`src/rtl/intc_pkg.sv`:
```
package intc_pkg;

   localparam int LINES_PER_BANK = 32;
   localparam int BANK_SHIFT     = 5;   // 0x20 byte stride per bank
   localparam int WORD_W         = 32;

   // word offsets inside a bank (byte offset / 4)
   localparam logic [2:0] WOFF_LEVEL = 3'd0;
   localparam logic [2:0] WOFF_MASK  = 3'd1;
   localparam logic [2:0] WOFF_SET   = 3'd2;
   localparam logic [2:0] WOFF_CLR   = 3'd3;
   localparam logic [2:0] WOFF_PEND  = 3'd4;

   function automatic logic [WORD_W-1:0] bank_word(
      input logic [2:0]        woff,
      input logic [WORD_W-1:0] level,
      input logic [WORD_W-1:0] mask,
      input logic [WORD_W-1:0] pend);
      logic [WORD_W-1:0] r;
      case (woff)
         WOFF_LEVEL: r = level;
         WOFF_MASK:  r = mask;
         WOFF_PEND:  r = pend;
         default:    r = '0;
      endcase
      return r;
   endfunction

endpackage

```
`src/rtl/intc_bank.sv`:
```
module intc_bank
   import intc_pkg::*;
#(
   parameter int LINES = LINES_PER_BANK
) (
   input  logic             clk,
   input  logic             rst_n,
   input  logic [LINES-1:0] lines,
   input  logic             set_we,
   input  logic             clr_we,
   input  logic [LINES-1:0] wdata,
   output logic [LINES-1:0] mask_o,
   output logic [LINES-1:0] pend_o
);

   logic [LINES-1:0] mask_q;
   logic [LINES-1:0] mask_d;

   always_comb begin
      mask_d = mask_q;
      if (set_we) mask_d = mask_d | wdata;
      if (clr_we) mask_d = mask_d & ~wdata;
   end

   always_ff @(posedge clk or negedge rst_n) begin
      if (!rst_n) mask_q <= '1;
      else        mask_q <= mask_d;
   end

   assign mask_o = mask_q;
   assign pend_o = lines & ~mask_q;

   p_set_masks_r2: assert property (@(posedge clk) disable iff (!rst_n)
      set_we |=> ((mask_q & $past(wdata)) == $past(wdata)));

   p_clr_unmasks_r3: assert property (@(posedge clk) disable iff (!rst_n)
      clr_we |=> ((mask_q & $past(wdata)) == '0));

   p_mask_hold_r8: assert property (@(posedge clk) disable iff (!rst_n)
      (!set_we && !clr_we) |=> $stable(mask_q));

endmodule

```
`src/rtl/intc_summary.sv`:
```
module intc_summary #(
   parameter int SRC_W = 64
) (
   input  logic             clk,
   input  logic             rst_n,
   input  logic [SRC_W-1:0] pend,
   output logic             req_o
);

   logic req_q;

   always_ff @(posedge clk or negedge rst_n) begin
      if (!rst_n) req_q <= 1'b0;
      else        req_q <= |pend;
   end

   assign req_o = req_q;

   p_req_rise_r6: assert property (@(posedge clk) disable iff (!rst_n)
      (pend != '0) |=> req_o);

   p_req_fall_r6: assert property (@(posedge clk) disable iff (!rst_n)
      (pend == '0) |=> !req_o);

endmodule

```
`src/rtl/intc_top_enc.sv`:
```
module intc_top_enc #(
   parameter int SRC_W     = 64,
   parameter int IDX_W     = 6,
   parameter bit HAS_INDEX = 1'b1
) (
   input  logic             clk,
   input  logic             rst_n,
   input  logic [SRC_W-1:0] pend,
   output logic             valid_o,
   output logic [IDX_W-1:0] idx_o
);

   generate
      if (HAS_INDEX) begin : g_enc
         logic [IDX_W-1:0] idx_c;
         logic             hit_c;
         logic [IDX_W-1:0] idx_q;
         logic             valid_q;

         always_comb begin
            idx_c = '0;
            hit_c = 1'b0;
            for (int i = 0; i < SRC_W; i++) begin
               if (pend[i]) begin
                  idx_c = IDX_W'(i);
                  hit_c = 1'b1;
               end
            end
         end

         always_ff @(posedge clk or negedge rst_n) begin
            if (!rst_n) begin
               idx_q   <= '0;
               valid_q <= 1'b0;
            end else begin
               idx_q   <= idx_c;
               valid_q <= hit_c;
            end
         end

         assign valid_o = valid_q;
         assign idx_o   = idx_q;

         p_idx_highest_r10: assert property (@(posedge clk) disable iff (!rst_n)
            valid_o |-> (($past(pend) >> idx_o) == SRC_W'(1)));

         p_valid_any_r10: assert property (@(posedge clk) disable iff (!rst_n)
            (pend == '0) |=> !valid_o);
      end else begin : g_no_enc
         assign valid_o = 1'b0;
         assign idx_o   = '0;
      end
   endgenerate

endmodule

```
`src/rtl/lvl_intc.sv`:
```
module lvl_intc
   import intc_pkg::*;
#(
   parameter int NUM_BANKS = 2,
   parameter int ADDR_W    = 6,
   parameter bit HAS_INDEX = 1'b1,
   localparam int SRC_W    = NUM_BANKS * LINES_PER_BANK,
   localparam int IDX_W    = $clog2(SRC_W)
) (
   input  logic               clk,
   input  logic               rst_n,
   input  logic [SRC_W-1:0]   irq_src,
   input  logic [ADDR_W-1:0]  bus_addr,
   input  logic [WORD_W-1:0]  bus_wdata,
   input  logic               bus_we,
   input  logic               bus_re,
   output logic [WORD_W-1:0]  bus_rdata,
   output logic               irq_out,
   output logic               top_valid,
   output logic [IDX_W-1:0]   top_idx
);

   localparam int BSEL_W = ADDR_W - BANK_SHIFT;

   generate
      if (NUM_BANKS < 1 || NUM_BANKS > 2) begin : g_bad_banks
         $error("lvl_intc: NUM_BANKS must be 1 or 2");
      end
      if (ADDR_W < BANK_SHIFT + 1) begin : g_bad_addr
         $error("lvl_intc: ADDR_W too small for bank select");
      end
   endgenerate

   logic              aligned;
   logic [2:0]        woff;
   logic [BSEL_W-1:0] bsel;

   assign aligned = (bus_addr[1:0] == 2'b00);
   assign woff    = bus_addr[4:2];
   assign bsel    = bus_addr[ADDR_W-1:BANK_SHIFT];

   logic [SRC_W-1:0]  pend_all;
   logic [WORD_W-1:0] rword [NUM_BANKS];

   generate
      for (genvar b = 0; b < NUM_BANKS; b++) begin : g_bank
         logic              hit;
         logic              set_we;
         logic              clr_we;
         logic [WORD_W-1:0] mask;
         logic [WORD_W-1:0] pend;
         logic [WORD_W-1:0] lvl;

         assign lvl    = irq_src[b*LINES_PER_BANK +: LINES_PER_BANK];
         assign hit    = aligned && (bsel == BSEL_W'(b));
         assign set_we = bus_we && hit && (woff == WOFF_SET);
         assign clr_we = bus_we && hit && (woff == WOFF_CLR);

         intc_bank #(.LINES(LINES_PER_BANK)) bank_i (
            .clk    (clk),
            .rst_n  (rst_n),
            .lines  (lvl),
            .set_we (set_we),
            .clr_we (clr_we),
            .wdata  (bus_wdata),
            .mask_o (mask),
            .pend_o (pend)
         );

         assign pend_all[b*LINES_PER_BANK +: LINES_PER_BANK] = pend;
         assign rword[b] = hit ? bank_word(woff, lvl, mask, pend) : '0;
      end
   endgenerate

   logic [WORD_W-1:0] rsel;

   always_comb begin
      rsel = '0;
      for (int b = 0; b < NUM_BANKS; b++) rsel = rsel | rword[b];
   end

   always_ff @(posedge clk or negedge rst_n) begin
      if (!rst_n)      bus_rdata <= '0;
      else if (bus_re) bus_rdata <= rsel;
      else             bus_rdata <= '0;
   end

   intc_summary #(.SRC_W(SRC_W)) summary_i (
      .clk   (clk),
      .rst_n (rst_n),
      .pend  (pend_all),
      .req_o (irq_out)
   );

   intc_top_enc #(.SRC_W(SRC_W), .IDX_W(IDX_W), .HAS_INDEX(HAS_INDEX)) enc_i (
      .clk     (clk),
      .rst_n   (rst_n),
      .pend    (pend_all),
      .valid_o (top_valid),
      .idx_o   (top_idx)
   );

   p_rdata_idle_r11: assert property (@(posedge clk) disable iff (!rst_n)
      !bus_re |=> (bus_rdata == '0));

   p_strobe_reads_zero_r9: assert property (@(posedge clk) disable iff (!rst_n)
      (bus_re && (woff == WOFF_SET || woff == WOFF_CLR || !aligned)) |=> (bus_rdata == '0));

endmodule

```
`config.mk`:
```
export PLATFORM = sky130hd
export DESIGN_NAME = lvl_intc
export DESIGN_NICKNAME = d
export VERILOG_FILES = /design/src/rtl/intc_pkg.sv /design/src/rtl/intc_bank.sv /design/src/rtl/intc_summary.sv /design/src/rtl/intc_top_enc.sv /design/src/rtl/lvl_intc.sv
export SDC_FILE = /design/constraint.sdc
export NUM_CORES = 1
export LEC_CHECK = 0
export BUFFER_PORTS_ARGS = -buffer_cell sky130_fd_sc_hd__clkbuf_2
export CORE_UTILIZATION = 60
export CTS_BUF_LIST = sky130_fd_sc_hd__clkbuf_8
export CTS_CLUSTER_DIAMETER = 30
export DETAILED_ROUTE_END_ITERATION = 10
export PLACE_DENSITY_LB_ADDON = 0.05
export SLEW_MARGIN = 15
export SYNTH_ARGS = -nofsm -noshare
export SYNTH_HDL_FRONTEND = slang
export SYNTH_SLANG_ARGS = --single-unit
```
`constraint.sdc`:
```
create_clock -name clk -period 4 [get_ports clk]
set_clock_uncertainty 0.2 [all_clocks]
set_input_delay 1.2 -clock clk [delete_from_list [all_inputs] [get_ports clk]]
set_output_delay 1.2 -clock clk [all_outputs]
set_load 0.02 [all_outputs]
```
==> Yosys cells after proc, flatten, opt, wreduce, memory -nomap -nowiden <==
Index checks and enable logic that the tools add are counted.
{ "word_totals": {"reg_bits": 104, "out_inout_bits": 40} }
{ "classes": {"eq_ne": 4, "n_mux": 136, "bitwise_logic": 11, "reduce_logical": 11} }
{ "ops": {"columns": ["operator", "count"], "rows": [
  ["$mux W32", 7],
  ["$mux W6", 32],
  ["$pmux W32 S3", 2],
  ["$and A32 B32 Y32", 4],
  ["$not A32 Y32", 3],
  ["$or A32 B32 Y32", 3],
  ["$mux W5", 16],
  ["$mux W1", 65],
  ["$reduce_or A64 Y1", 1],
  ["$mux W4", 8],
  ["$mux W3", 4],
  ["$logic_and A1 B1 Y1", 8],
  ["$eq A3 B2 Y1 const B", 2],
  ["$mux W2", 2],
  ["$eq A3 B1 Y1 const B", 1],
  ["$eq A3 B3 Y1 const B", 1],
  ["$logic_not A3 Y1", 1],
  ["$logic_not A2 Y1", 1],
  ["$not A1 Y1", 1]
]} }

==> Depth between registers and ports, before layout <==
{ "logic_depth": {"word_depth": 66, "depth_mapped": 8} }

==> Modules after synthesis <==
A second synthesis with hierarchy kept.
{ "hier_totals": {"hier_cells": 668, "hier_area_um2": 6706.4} }
{ "by_module_without_submodules": {"columns": ["mod", "n_inst", "cells_per_inst", "area_each_um2", "seq_area_each_um2"], "rows": [
  ["intc_bank", 2, 134, 1410.1, 840.8],
  ["lvl_intc", 1, 229, 2746.4, 800.8],
  ["intc_top_enc", 1, 149, 975.9, 175.2],
  ["intc_summary", 1, 22, 163.9, 25.0]
]} }

==> Worst setup path after synthesis <==
No wires, ideal clock.
{ "synth_timing": {"path_kind": "input to register", "start": "in irq_src[58]", "end": "reg enc_i.g_enc.idx_q[2] (netlist: enc_i.idx_o[2])", "setup_ns": 0.087, "t_arrival_ns": 2.502, "required_time_ns": 3.713, "path_slack_ns": 1.211, "path_stages": 6, "cell_sequence": "nor2b_1 or2_4 nor3_4 nand2_1 or4_1 o211ai_1"} }
{ "synth_between": {"elab_chain_len": 7} }
{ "synth_rtl": {"columns": ["item", "line_no", "source"], "rows": [
  ["from (decl)", "lvl_intc.sv:12", "input logic [SRC_W-1:0] irq_src,"],
  ["$and A32 B32 Y32", "intc_bank.sv:31", "assign pend_o = lines & ~mask_q;"],
  ["$mux W6 (6 in series)", "intc_top_enc.sv:24", "if (pend[i]) begin"],
  ["net enc_i.g_enc.idx_c[2]", "intc_top_enc.sv:15", "logic [IDX_W-1:0] idx_c;"],
  ["to (signal assigned)", "intc_top_enc.sv:36", "idx_q <= idx_c;"],
  ["to (decl)", "intc_top_enc.sv:17", "logic [IDX_W-1:0] idx_q;"]
]} }
The timed path passes the listed nets, and every way through them passes these cells.

==> Worst setup path in the final report <==
{ "layout_timing": {"start": "in bus_addr[2]", "end": "reg bus_rdata[5]"} }
{ "layout_between": {"elab_chain_len": 5} }
{ "layout_rtl": {"columns": ["item", "line_no", "source"], "rows": [
  ["from (decl)", "lvl_intc.sv:13", "input logic [ADDR_W-1:0] bus_addr,"],
  ["$eq A3 B3 Y1, or another cell as far along", "intc_pkg.sv:20", "case (woff)"],
  ["$pmux W32 S3", "intc_pkg.sv:20", null],
  ["$mux W32", "lvl_intc.sv:71", "assign rword[b] = hit ? bank_word(woff, lvl, mask, pend) : '0;"],
  ["$or A32 B32 Y32 *", "lvl_intc.sv:79", "for (int b = 0; b < NUM_BANKS; b++) rsel = rsel | rword[b];"],
  ["$mux W32 *", "lvl_intc.sv:84", "else if (bus_re) bus_rdata <= rsel;"],
  ["to (signal assigned)", "lvl_intc.sv:84", null],
  ["to (decl)", "lvl_intc.sv:17", "output logic [WORD_W-1:0] bus_rdata,"]
]} }
Mark *: on every way between the ends. The rest lies on a longest branch, timed or not.

==> Implementation_results.wiki <==
{| class="wikitable"
! Metric !! Value
|-
| Endpoint kind of the worst setup timing path || flip-flop
|-
| Routed via count divided by cell count || 6.30
|-
| Residual overflow from global routing || 0
|-
| Outcome || finished clean
|-
| Number of search-and-repair iterations in the first detailed-routing pass || 5
|-
| Distinct cell type count of the synthesized netlist || 49
|-
| Biggest area consumer among synthesized cells || dfstp_2
|-
| Pin count of the biggest net entering global routing || 57
|-
| Count of port buffers added during placement || 145
|-
| CTS tree || done
|-
| Setup repair after global routing missed its margin || false
|-
| Number of nets in the synthesized netlist || 833
|-
| Crit path time final || 2.72 ns
|-
| Required time of the critical path || 4.07 ns
|-
| Antenna violations before repair || 0
|-
| Library cell with the highest instance count after synthesis || a21oi_1
|-
| Total vias in the final route || 6270
|-
| IO Pins || 146
|-
| TritonCTS buffer count || 9
|-
| Relative slew slack || 35.2%
|-
| Peak supply drop || 0.402 mV
|-
| Pwr dens || 366 nW/µm²
|-
| Leading cell types by total area after synthesis || dfstp_2 (27%), dfrtp_1 (16%), a21oi_1 (13%)
|-
| Number of synthesized register bits || 104
|-
| Endpoints failing hold || 0
|-
| Clock H-tree levels || 3
|-
| Seq/Total Area, Yosys || 43.6%
|-
| DRC || 0
|-
| All-layer global routing usage || 37.1%
|-
| Final routed wirelength across all metal layers || 19400 µm
|-
| Number of global-route vias before repair || 5873
|-
| Row Count || 36
|-
| Maximum clock frequency || 0.367 GHz
|-
| Share of cells above drive strength 1 || 28.9%
|-
| Number of buffers inserted to repair setup after CTS || 0
|-
| Largest fanout of any net on the critical path || 55
|-
| Post-synthesis area per instance || 8.46 µm²
|-
| Die Height || 103 µm
|-
| Dominant synthesized flop cell || dfstp_2
|-
| Post-synth ARST share || 100%
|-
| Yosys warnings || 0
|-
| Maximum number of buffers from clock root to sink || 2
|-
| Initial drt markers || 603
|-
| Post-DR wirelength/cell || 19.5 µm
|-
| Final cycle utilization of the critical path || 68.1%
|-
| Static power due to leakage || 3.12 nW
|-
| Number of hold buffers added after cts || 0
|-
| Critical path class || primary input to flip-flop
|-
| Setup TNS || 0 ns
|-
| Final setup violation count || 0
|-
| Cell count after synthesis || 727
|-
| Die area || 10700 µm²
|-
| Count of maximum capacitance violations || 0
|-
| Most frequent cells after synthesis || a21oi_1 (165), nand2_1 (95), nand2b_1 (79), dfstp_2 (64), o2111ai_1 (46)
|-
| Proportion of netlist area held by the largest area contributor || 27.3%
|-
| Latest clock arrival within the worst-skew pair || 0.39 ns
|-
| Slew Viols, Final || 0
|-
| Arrival time of the worst setup path || 2.79 ns
|-
| Die span in x || 103 µm
|-
| Final core utilization || 74.1%
|-
| CTS Root Cell || clkbuf_8
|-
| Initial core utilization || 62.4%
|-
| Crit. Startpoint || bus_addr[2]
|-
| Type of the most critical hold path || flip-flop to flip-flop
|-
| Number of instances resized during post-cts repair || 0
|-
| Reg clk slew, reported paths || 0.10 ns
|-
| Area of the mapped netlist || 6150 µm²
|-
| Post-synth EDFFs || 0
|-
| Layout Area Growth over Synthesis || 18.9%
|-
| Count of nets after finishing || 964
|-
| Post-DP HPWL || 14000 µm
|-
| Wire length of the first global-routing pass || 29200 µm
|-
| Placeable Area || 9860 µm²
|-
| Number of antenna diodes || 0
|-
| Routability-driven placement congestion ratio || 0.939
|-
| Kind of start point of the critical path || primary input
|-
| DRT antenna net count || 0
|-
| Total number of clock tree sinks || 104
|-
| Slew of the pin with the lowest slew margin || 0.972 ns
|}
[cell usage in the layout (no fill, tap or decap), drive strengths merged, types with 16 or more instances in the layout]
cell     Yosys  layout
a21oi      165     165
buf          6      20
clkbuf      37     152
dfrtp       40      40
dfstp       64      64
inv         15      16
nand2       95      95
nand2b      79      79
nor2        26      26
nor2b       31      31
o2111ai     46      46
[path summary, 6_finish.rpt]
path                                              end  slack (ns)  cells past startpoint
hold reg to reg                             flip-flop        0.34                      2
hold / removal                              flip-flop        0.34                      2
min in group asynchronous     bus_rdata[24]$_DFF_PN0_        0.62                      1
setup / recovery               bus_rdata[5]$_DFF_PN0_        1.28                      5
max in group asynchronous  asynchronous set/reset pin        2.21                      2
setup reg to reg              enc_i.valid_o$_DFF_PN0_        1.55                      5
[power breakdown]
group / switching [W] / leakage (nW) / internal [W] / total [W]
logic: 0.000358 / 1.81 / 0.000235 / 0.000594
clock network: 0.000362 / 0.120 / 0.000411 / 0.000773
registers: 0.0000979 / 1.19 / 0.00121 / 0.00131
total: 0.000818 / 3.12 / 0.00186 / 0.00268
[stage by stage]
step / worst slack [ns] / hold slack [ns] / cell area, µm² / power [W] / cells
2_1_floorplan: 1.21 / 0.304 / 6150 / 0.00166 / 727
3_3_place_gp: 0.993 / 0.316 / 7080 / 0.00187 / 980
3_5_place_dp: 0.940 / 0.321 / 7080 / 0.00190 / 980
4_1_cts: 1.35 / 0.337 / 7310 / 0.00267 / 996
5_1_grt: 1.19 / 0.357 / 7310 / 0.00279 / 996
6_report: 1.28 / 0.336 / 7310 / 0.00268 / 996
[cell type report]
class	instances	area [µm²]
clock buffers	9	124
clock inverters	7	111
fillers	729	2550
inverters	15	56.3
multi-input cells	565	3280
flip-flops and latches	104	2680
well taps	133	166
repair buffers	163	888
[per-layer routing]
metal | GRT usage [%] | vias up | share of wire, %
met1 | 48.1 | 2987 | 41
met5 | 0 | - | 0
met4 | 14.3 | 0 | 2.3
met2 | 60.3 | 340 | 48
li1 | - | 2897 | -
met3 | 9.21 | 46 | 9.2
[worst max-delay path, cell delays in order]
cell and delay, ns:
buf_2 0.73, buf_12 0.33, mux2_2 0.37, nand3_1 0.08
a21oi_1 0.06
[cells by family (layout without fill, tap and decap cells)]
group,count (synthesis),count (layout),synth area share (%)
mux,12,12,1.97
buf+inv,58,194,3.60
compound gates,275,275,27.2
simple gates,278,278,23.6
flops,104,104,43.6
Power figures use the tool's default switching activity.
